## src/rtl/lift_pkg.sv

```systemverilog
package lift_pkg;
    localparam int DW     = 10;
    localparam int CW     = 6;
    localparam int SHIFT  = 3;
    localparam int NSTEP  = 5;
    localparam int NHOLD  = 2;
    localparam int NCOEF  = 8;
    localparam int AW     = $clog2(NCOEF);
    localparam int LAT    = NSTEP + NHOLD;

    typedef logic signed [DW-1:0] smp_t;
    typedef logic signed [CW-1:0] coef_t;

    // Register set of the lifting chain; index comments are relative to
    // the advance count t after the register has been written.
    typedef struct packed {
        smp_t r1_g1;   // g1[t]
        smp_t r1_f0;   // e[t]
        smp_t d1_g1;   // g1[t-1]
        smp_t d1_f0;   // e[t-1]
        smp_t r2_f1;   // f1[t-2]
        smp_t r2_g1;   // g1[t-2]
        smp_t p2_f1;   // f1[t-3]
        smp_t r3_g2;   // g2[t-3]
        smp_t r3_f1;   // f1[t-3]
        smp_t p3_g2;   // g2[t-4]
        smp_t r4_a;    // a[t-4]
        smp_t r4_g2;   // g2[t-4]
        smp_t d4_a;    // a[t-5]
        smp_t d4_g2;   // g2[t-5]
        smp_t r5_a;    // a[t-6]
        smp_t r5_d;    // d[t-6]
    } chain_t;
endpackage

```

## src/rtl/lift_core.sv

```systemverilog
module lift_core #(
    parameter int DW    = 10,
    parameter int CW    = 6,
    parameter int SHIFT = 3
) (
    input  logic signed [DW-1:0] x,
    input  logic signed [DW-1:0] y,
    input  logic signed [DW-1:0] z,
    input  logic signed [CW-1:0] ci,
    input  logic signed [CW-1:0] cj,
    output logic signed [DW-1:0] w
);
    localparam int PW = DW + CW;

    logic signed [PW-1:0] prod_y;
    logic signed [PW-1:0] prod_z;
    logic signed [DW-1:0] term_y;
    logic signed [DW-1:0] term_z;

    always_comb begin
        prod_y = PW'(ci) * PW'(y);
        prod_z = PW'(cj) * PW'(z);
        term_y = DW'(prod_y >>> SHIFT);
        term_z = DW'(prod_z >>> SHIFT);
        w      = x + term_y + term_z;
    end
endmodule

```

## src/rtl/lift_coef_bank.sv

```systemverilog
module lift_coef_bank #(
    parameter int N  = 8,
    parameter int CW = 6,
    parameter int AW = 3
) (
    input  logic                 clk,
    input  logic                 rst,
    input  logic                 we,
    input  logic [AW-1:0]        addr,
    input  logic signed [CW-1:0] data,
    output logic signed [CW-1:0] coef [N]
);
    logic signed [CW-1:0] coef_d [N];
    logic signed [CW-1:0] coef_q [N];

    always_comb begin
        coef_d = coef_q;
        if (we && (int'(addr) < N)) begin
            coef_d[addr] = data;
        end
    end

    always_ff @(posedge clk) begin
        if (rst) begin
            for (int k = 0; k < N; k++) coef_q[k] <= '0;
        end else begin
            coef_q <= coef_d;
        end
    end

    assign coef = coef_q;

    for (genvar k = 0; k < N; k++) begin : g_chk
        // an addressed write lands in its own entry
        assert_coef_load_R2: assert property (@(posedge clk) disable iff (rst)
            (we && int'(addr) == k) |=> (coef_q[k] == $past(data)));
        // entries not addressed keep their value
        assert_coef_keep_R2: assert property (@(posedge clk) disable iff (rst)
            !(we && int'(addr) == k) |=> $stable(coef_q[k]));
    end
endmodule

```

## src/rtl/lift_fill_ctl.sv

```systemverilog
module lift_fill_ctl #(
    parameter int LAT = 7
) (
    input  logic clk,
    input  logic rst,
    input  logic adv,
    output logic valid
);
    localparam int FILL = LAT - 1;
    localparam int CNTW = $clog2(LAT);

    typedef struct packed {
        logic [CNTW-1:0] cnt;
        logic            vld;
    } fill_t;

    fill_t fill_d, fill_q;

    always_comb begin
        fill_d     = fill_q;
        fill_d.vld = 1'b0;
        if (adv) begin
            if (fill_q.cnt == CNTW'(FILL)) begin
                fill_d.vld = 1'b1;
            end else begin
                fill_d.cnt = fill_q.cnt + 1'b1;
            end
        end
    end

    always_ff @(posedge clk) begin
        if (rst) fill_q <= '0;
        else     fill_q <= fill_d;
    end

    assign valid = fill_q.vld;

    // the counter never runs beyond the fill depth
    assert_fill_bound_R6: assert property (@(posedge clk) disable iff (rst)
        fill_q.cnt <= CNTW'(FILL));
endmodule

```

## src/rtl/lift_dwt.sv

```systemverilog
module lift_dwt
    import lift_pkg::*;
(
    input  logic                 clk,
    input  logic                 rst,
    input  logic                 in_valid,
    input  logic signed [DW-1:0] in_odd,
    input  logic signed [DW-1:0] in_even,
    input  logic                 cfg_we,
    input  logic [AW-1:0]        cfg_addr,
    input  logic signed [CW-1:0] cfg_data,
    output logic                 out_valid,
    output logic signed [DW-1:0] out_approx,
    output logic signed [DW-1:0] out_detail
);
    coef_t coef [NCOEF];

    lift_coef_bank #(.N(NCOEF), .CW(CW), .AW(AW)) u_coef (
        .clk  (clk),
        .rst  (rst),
        .we   (cfg_we),
        .addr (cfg_addr),
        .data (cfg_data),
        .coef (coef)
    );

    lift_fill_ctl #(.LAT(LAT)) u_fill (
        .clk   (clk),
        .rst   (rst),
        .adv   (in_valid),
        .valid (out_valid)
    );

    smp_t  cx  [NSTEP];
    smp_t  cy  [NSTEP];
    smp_t  cz  [NSTEP];
    smp_t  cw  [NSTEP];
    coef_t cci [NSTEP];
    coef_t ccj [NSTEP];

    for (genvar s = 0; s < NSTEP; s++) begin : g_step
        lift_core #(.DW(DW), .CW(CW), .SHIFT(SHIFT)) u_core (
            .x  (cx[s]),
            .y  (cy[s]),
            .z  (cz[s]),
            .ci (cci[s]),
            .cj (ccj[s]),
            .w  (cw[s])
        );
    end

    chain_t chain_d, chain_q;

    // operand routing: step s takes its neighbours from the delay registers
    always_comb begin
        cx[0] = in_odd;        cy[0] = in_even;       cz[0] = '0;
        cci[0] = coef[0];      ccj[0] = '0;
        cx[1] = chain_q.d1_f0; cy[1] = chain_q.d1_g1; cz[1] = chain_q.r1_g1;
        cci[1] = coef[1];      ccj[1] = coef[2];
        cx[2] = chain_q.r2_g1; cy[2] = chain_q.r2_f1; cz[2] = chain_q.p2_f1;
        cci[2] = coef[3];      ccj[2] = coef[4];
        cx[3] = chain_q.r3_f1; cy[3] = chain_q.r3_g2; cz[3] = chain_q.p3_g2;
        cci[3] = coef[5];      ccj[3] = coef[6];
        cx[4] = chain_q.d4_g2; cy[4] = chain_q.r4_a;  cz[4] = '0;
        cci[4] = coef[7];      ccj[4] = '0;
    end

    always_comb begin
        chain_d = chain_q;
        if (in_valid) begin
            chain_d.r1_g1 = cw[0];
            chain_d.r1_f0 = in_even;
            chain_d.d1_g1 = chain_q.r1_g1;
            chain_d.d1_f0 = chain_q.r1_f0;
            chain_d.r2_f1 = cw[1];
            chain_d.r2_g1 = chain_q.d1_g1;
            chain_d.p2_f1 = chain_q.r2_f1;
            chain_d.r3_g2 = cw[2];
            chain_d.r3_f1 = chain_q.r2_f1;
            chain_d.p3_g2 = chain_q.r3_g2;
            chain_d.r4_a  = cw[3];
            chain_d.r4_g2 = chain_q.r3_g2;
            chain_d.d4_a  = chain_q.r4_a;
            chain_d.d4_g2 = chain_q.r4_g2;
            chain_d.r5_a  = chain_q.d4_a;
            chain_d.r5_d  = cw[4];
        end
    end

    always_ff @(posedge clk) begin
        if (rst) chain_q <= '0;
        else     chain_q <= chain_d;
    end

    assign out_approx = chain_q.r5_a;
    assign out_detail = chain_q.r5_d;

    // an idle input cycle freezes the results and withholds valid
    assert_idle_hold_R7: assert property (@(posedge clk) disable iff (rst)
        !in_valid |=> ($stable(out_approx) && $stable(out_detail) && !out_valid));
    // a valid result always follows an accepted pair
    assert_valid_after_accept_R5: assert property (@(posedge clk) disable iff (rst)
        out_valid |-> $past(in_valid));
endmodule

```

## config.mk

```make
export PLATFORM = sky130hd
export DESIGN_NAME = lift_dwt
export DESIGN_NICKNAME = d
export VERILOG_FILES = /design/src/rtl/lift_pkg.sv /design/src/rtl/lift_core.sv /design/src/rtl/lift_coef_bank.sv /design/src/rtl/lift_fill_ctl.sv /design/src/rtl/lift_dwt.sv
export SDC_FILE = /design/constraint.sdc
export NUM_CORES = 1
export LEC_CHECK = 0
export BUFFER_PORTS_ARGS = -buffer_cell sky130_fd_sc_hd__buf_2
export CAP_MARGIN = 20
export CORE_UTILIZATION = 44
export CTS_CLUSTER_SIZE = 20
export DETAILED_ROUTE_END_ITERATION = 8
export PLACE_DENSITY = 0.64
export SLEW_MARGIN = 20
export SYNTH_ARGS = -nofsm -noshare
export SYNTH_HDL_FRONTEND = slang
export SYNTH_HIERARCHICAL = 1
export SYNTH_SLANG_ARGS = --single-unit
```

## constraint.sdc

```tcl
create_clock -name clk -period 7.6 [get_ports clk]
set_input_delay 0.38 -clock clk [delete_from_list [all_inputs] [get_ports clk]]
set_output_delay 0.38 -clock clk [all_outputs]
set_load 0.05 [all_outputs]
```

==> flow_summary.yaml <==
status:
  status: "completed"
detailed_routing:
  via_per_inst: 4.77
  ant_nets: 0
  drtIter0Drc: 777
  dr.pass1.iters: 6
  route.vias.total: 17501
  wl_um: 56400
  drc_errors: 0
  post_drt_wl_per_cell_um: 15.4
sta:
  slew_viol_final: 0
  finalSetupTns_ns: 0
  hold_viol: 0
  worst_pin_slew_ns: 1.05
  skew_ns: 0.0168
  max_freq_mhz: 154
  max_slew_margin_pct: 30.3
  fin_crit_ns: 6.48
  rsz0062_at_grt: "false"
  finalSetupViolCount: 0
  fin_crit_sh_pct: 85.3
clocking:
  root_buffer: "clkbuf_16"
  cts_buffers: 17
  cts_htree_levels: 4
  cts_setup_buffers: 0
  clk_pin_slew_ns: 0.08
  cts_buffer_depth: 2
  clk_latency_ns: 0.49
  cts_resized: 0
  cts_tree: "yes"
  numClockSinks: 192
  ctsHoldBuffers: 0
placed_design:
  gp_congestion: 0.858
  portBuffers: 53
  hpwl_um: 45700
setup_path:
  r2r_end: "chain_q[89]$_SDFFE_PP0P_"
  arrival_ns: 6.84
  path_max_fanout: 10
  startpoint: "u_coef/coef[19]$_SDFFE_PP0P_"
  reg2reg_from: "u_coef/coef[19]$_SDFFE_PP0P_"
  reg2reg_depth: 23
  crit_required_ns: 7.96
  setup.worst_path.end: "chain_q[89]$_SDFFE_PP0P_"
  end_kind: "register"
  start_kind: "register"
  r2r_setup_slack_ns: 1.12
  critical_path_class: "reg2reg"
grt:
  grt_first_pass_wirelength_um: 95600
  track_usage_pct: 20.1
  antenna_found_initial: 4
  gr-total-overflow: 0
  grt_max_degree: 108
  grt_pass1_vias: 18675
layout:
  drive_gt1_share_pct: 3.34
  num-nets-final: 3554
  final_common_cell: "inv_1"
  areaGrowthSynthToFinish_pct: 7.92
  n_antenna_cell: 0
  most-common-layout-cells: "inv_1 (403), fa_1 (390), and2_1 (321)"
yosys:
  synthArstFlopShare_pct: 0
  synth-seq-cells: 192
  synth_fa_ha_area_share_pct: 41.6
  ys.flop_type: "dfxtp_1"
  muxShareOfSynthArea_pct: 7.32
  synth_edf_count: 0
  ys_seq_area_share_pct: 14.8
  synth-xor-area-share_pct: 7.09
  synth_cells: 2692
  ys_warn_count: 6
  synth_area_sq_um: 26000
  synthSimpleGateAreaFrac_pct: 17.1
  synth.distinct_cells: 42
  synth_top_family_by_area: "adder cells"
  avgSynthCellArea_sq_um: 9.67
  synth_compound_area_share_pct: 3.99
floorplanning:
  io_pins: 54
  die-area_sq_um: 60100
  die_height_um: 245
  core-area_sq_um: 58000
  core.rowCount: 88
  die_x_um: 245
  start_util_pct: 44.9
pwr:
  p_total_uw: 4150
  leakage_uw: 0.0148
  ir_drop_v: 0.000180
  power_density_nw_per_um2: 148
flow_run:
  maxCapViolCount: 0
hold_path:
  hold_path_class: "in2reg"
==> area by class of cell <==
class	instances	area, sq um
Clock buffer	20	447
Clock inverter	12	176
Fill cell	5436	29900
Inverter	403	1510
Multi-Input combinational cell	2219	20900
Sequential cell	192	3840
Tap cell	765	957
Timing Repair Buffer	56	303
==> sequential cells by signal, indices dropped and copies added (netlist names) <==
register / flops
chain_q: 120
out_approx: 10
out_detail: 10
u_coef/coef: 48
u_fill/fill_q: 3
u_fill/valid: 1
==> worst max-delay path: stages (launching register included) <==
cell and delay (ns):
dfxtp_1 0.40, and2_1 0.21, fa_1 0.51, inv_1 0.06, fa_1 0.53, inv_1 0.05
fa_1 0.49, fa_1 0.45, ha_1 0.29, a21o_1 0.16, a21oi_1 0.23, o21bai_1 0.10
a21oi_1 0.22, o21ai_0 0.14, xnor2_1 0.19, fa_1 0.40, xor2_1 0.17, xnor2_1 0.28
xnor2_2 0.16, xnor3_1 0.33, xnor2_1 0.31, xnor3_1 0.46, mux2i_1 0.14, nor2_1 0.05
==> cells by family (layout without fill, tap and decap cells) <==
group,count (synthesis),after routing
other,1,204
multiplexers,190,190
buffers and inverters,484,491
AO/OA/AOI/OAI,172,172
adder cells (fa/ha/maj),632,632
flip-flops,192,192
AND/OR/NAND/NOR,840,840
XOR/XNOR,181,181
==> metal layers <==
| metal | up-vias | track usage (%) | share of wire [%] |
|---|---|---|---|
| met5 | - | 0 | 0.096 |
| met4 | 8 | 5.22 | 1.9 |
| met3 | 68 | 3.58 | 4.0 |
| met2 | 241 | 33.8 | 48 |
| met1 | 8645 | 26.6 | 46 |
| li1 | 8539 | - | - |
==> metrics by stage <==
step	setup WS [ns]	util [%]	instance area, sq um	std cells	hold slack, ns
after floorplan	1.62	-	26800	2895	0.448
after global placement	1.18	47.3	27500	3635	0.472
after detailed placement	1.17	47.3	27500	3635	0.482
after CTS	1.12	48.4	28100	3667	0.174
after global routing	0.756	48.4	28100	3667	0.219
final	1.12	48.4	28100	3667	0.205
==> where the power goes <==
group | leakage, uW | total (uW) | switching (uW) | internal [uW]
clock network | 0.000303 | 990 | 455 | 535
registers | 0.00156 | 1190 | 115 | 1080
logic | 0.0130 | 1970 | 1040 | 930
==> how the worst min path moves through the flow <==
stage	startpoint	endpoint	slack, ns	cells past startpoint
4_1_cts	in_even[4]	chain_q[144]$_SDFFE_PP0P_	0.17	3
3_5_place_dp	out_detail[8]$_SDFFE_PP0P_	out_detail[8]$_SDFFE_PP0P_	0.48	2
5_1_grt	in_even[3]	chain_q[143]$_SDFFE_PP0P_	0.22	3
6_report	in_even[4]	chain_q[144]$_SDFFE_PP0P_	0.21	3
2_1_floorplan	u_coef/coef[39]$_SDFFE_PP0P_	u_coef/coef[39]$_SDFFE_PP0P_	0.45	2
3_3_place_gp	chain_q[39]$_SDFFE_PP0P_	chain_q[39]$_SDFFE_PP0P_	0.47	2
==> Yosys cell counts (3+ instances only) <==
cell type | instances | area (sq um)
a21boi_0 | 5 | 37.5
a21o_1 | 20 | 150
a21oi_1 | 64 | 320
and2_1 | 321 | 2010
and4_1 | 5 | 43.8
buf_2 | 14 | 70.1
buf_4 | 30 | 225
buf_8 | 10 | 150
clkbuf_1 | 20 | 75.1
clkbuf_2 | 4 | 20.0
dfxtp_1 | 192 | 3840
fa_1 | 390 | 7810
ha_1 | 242 | 3030
inv_1 | 403 | 1510
mux2i_1 | 188 | 1880
nand2_1 | 164 | 616
nand2b_1 | 108 | 676
nand4b_1 | 3 | 26.3
nor2_1 | 169 | 634
nor2b_1 | 51 | 319
nor3_1 | 10 | 50.1
o21a_1 | 10 | 75.1
o21ai_0 | 44 | 220
o21bai_1 | 15 | 113
o2bb2ai_1 | 6 | 52.6
o41ai_1 | 6 | 52.6
xnor2_1 | 126 | 1100
xnor2_2 | 7 | 114
xnor3_1 | 15 | 338
xor2_1 | 33 | 289
(Power assumes the default switching activity.)
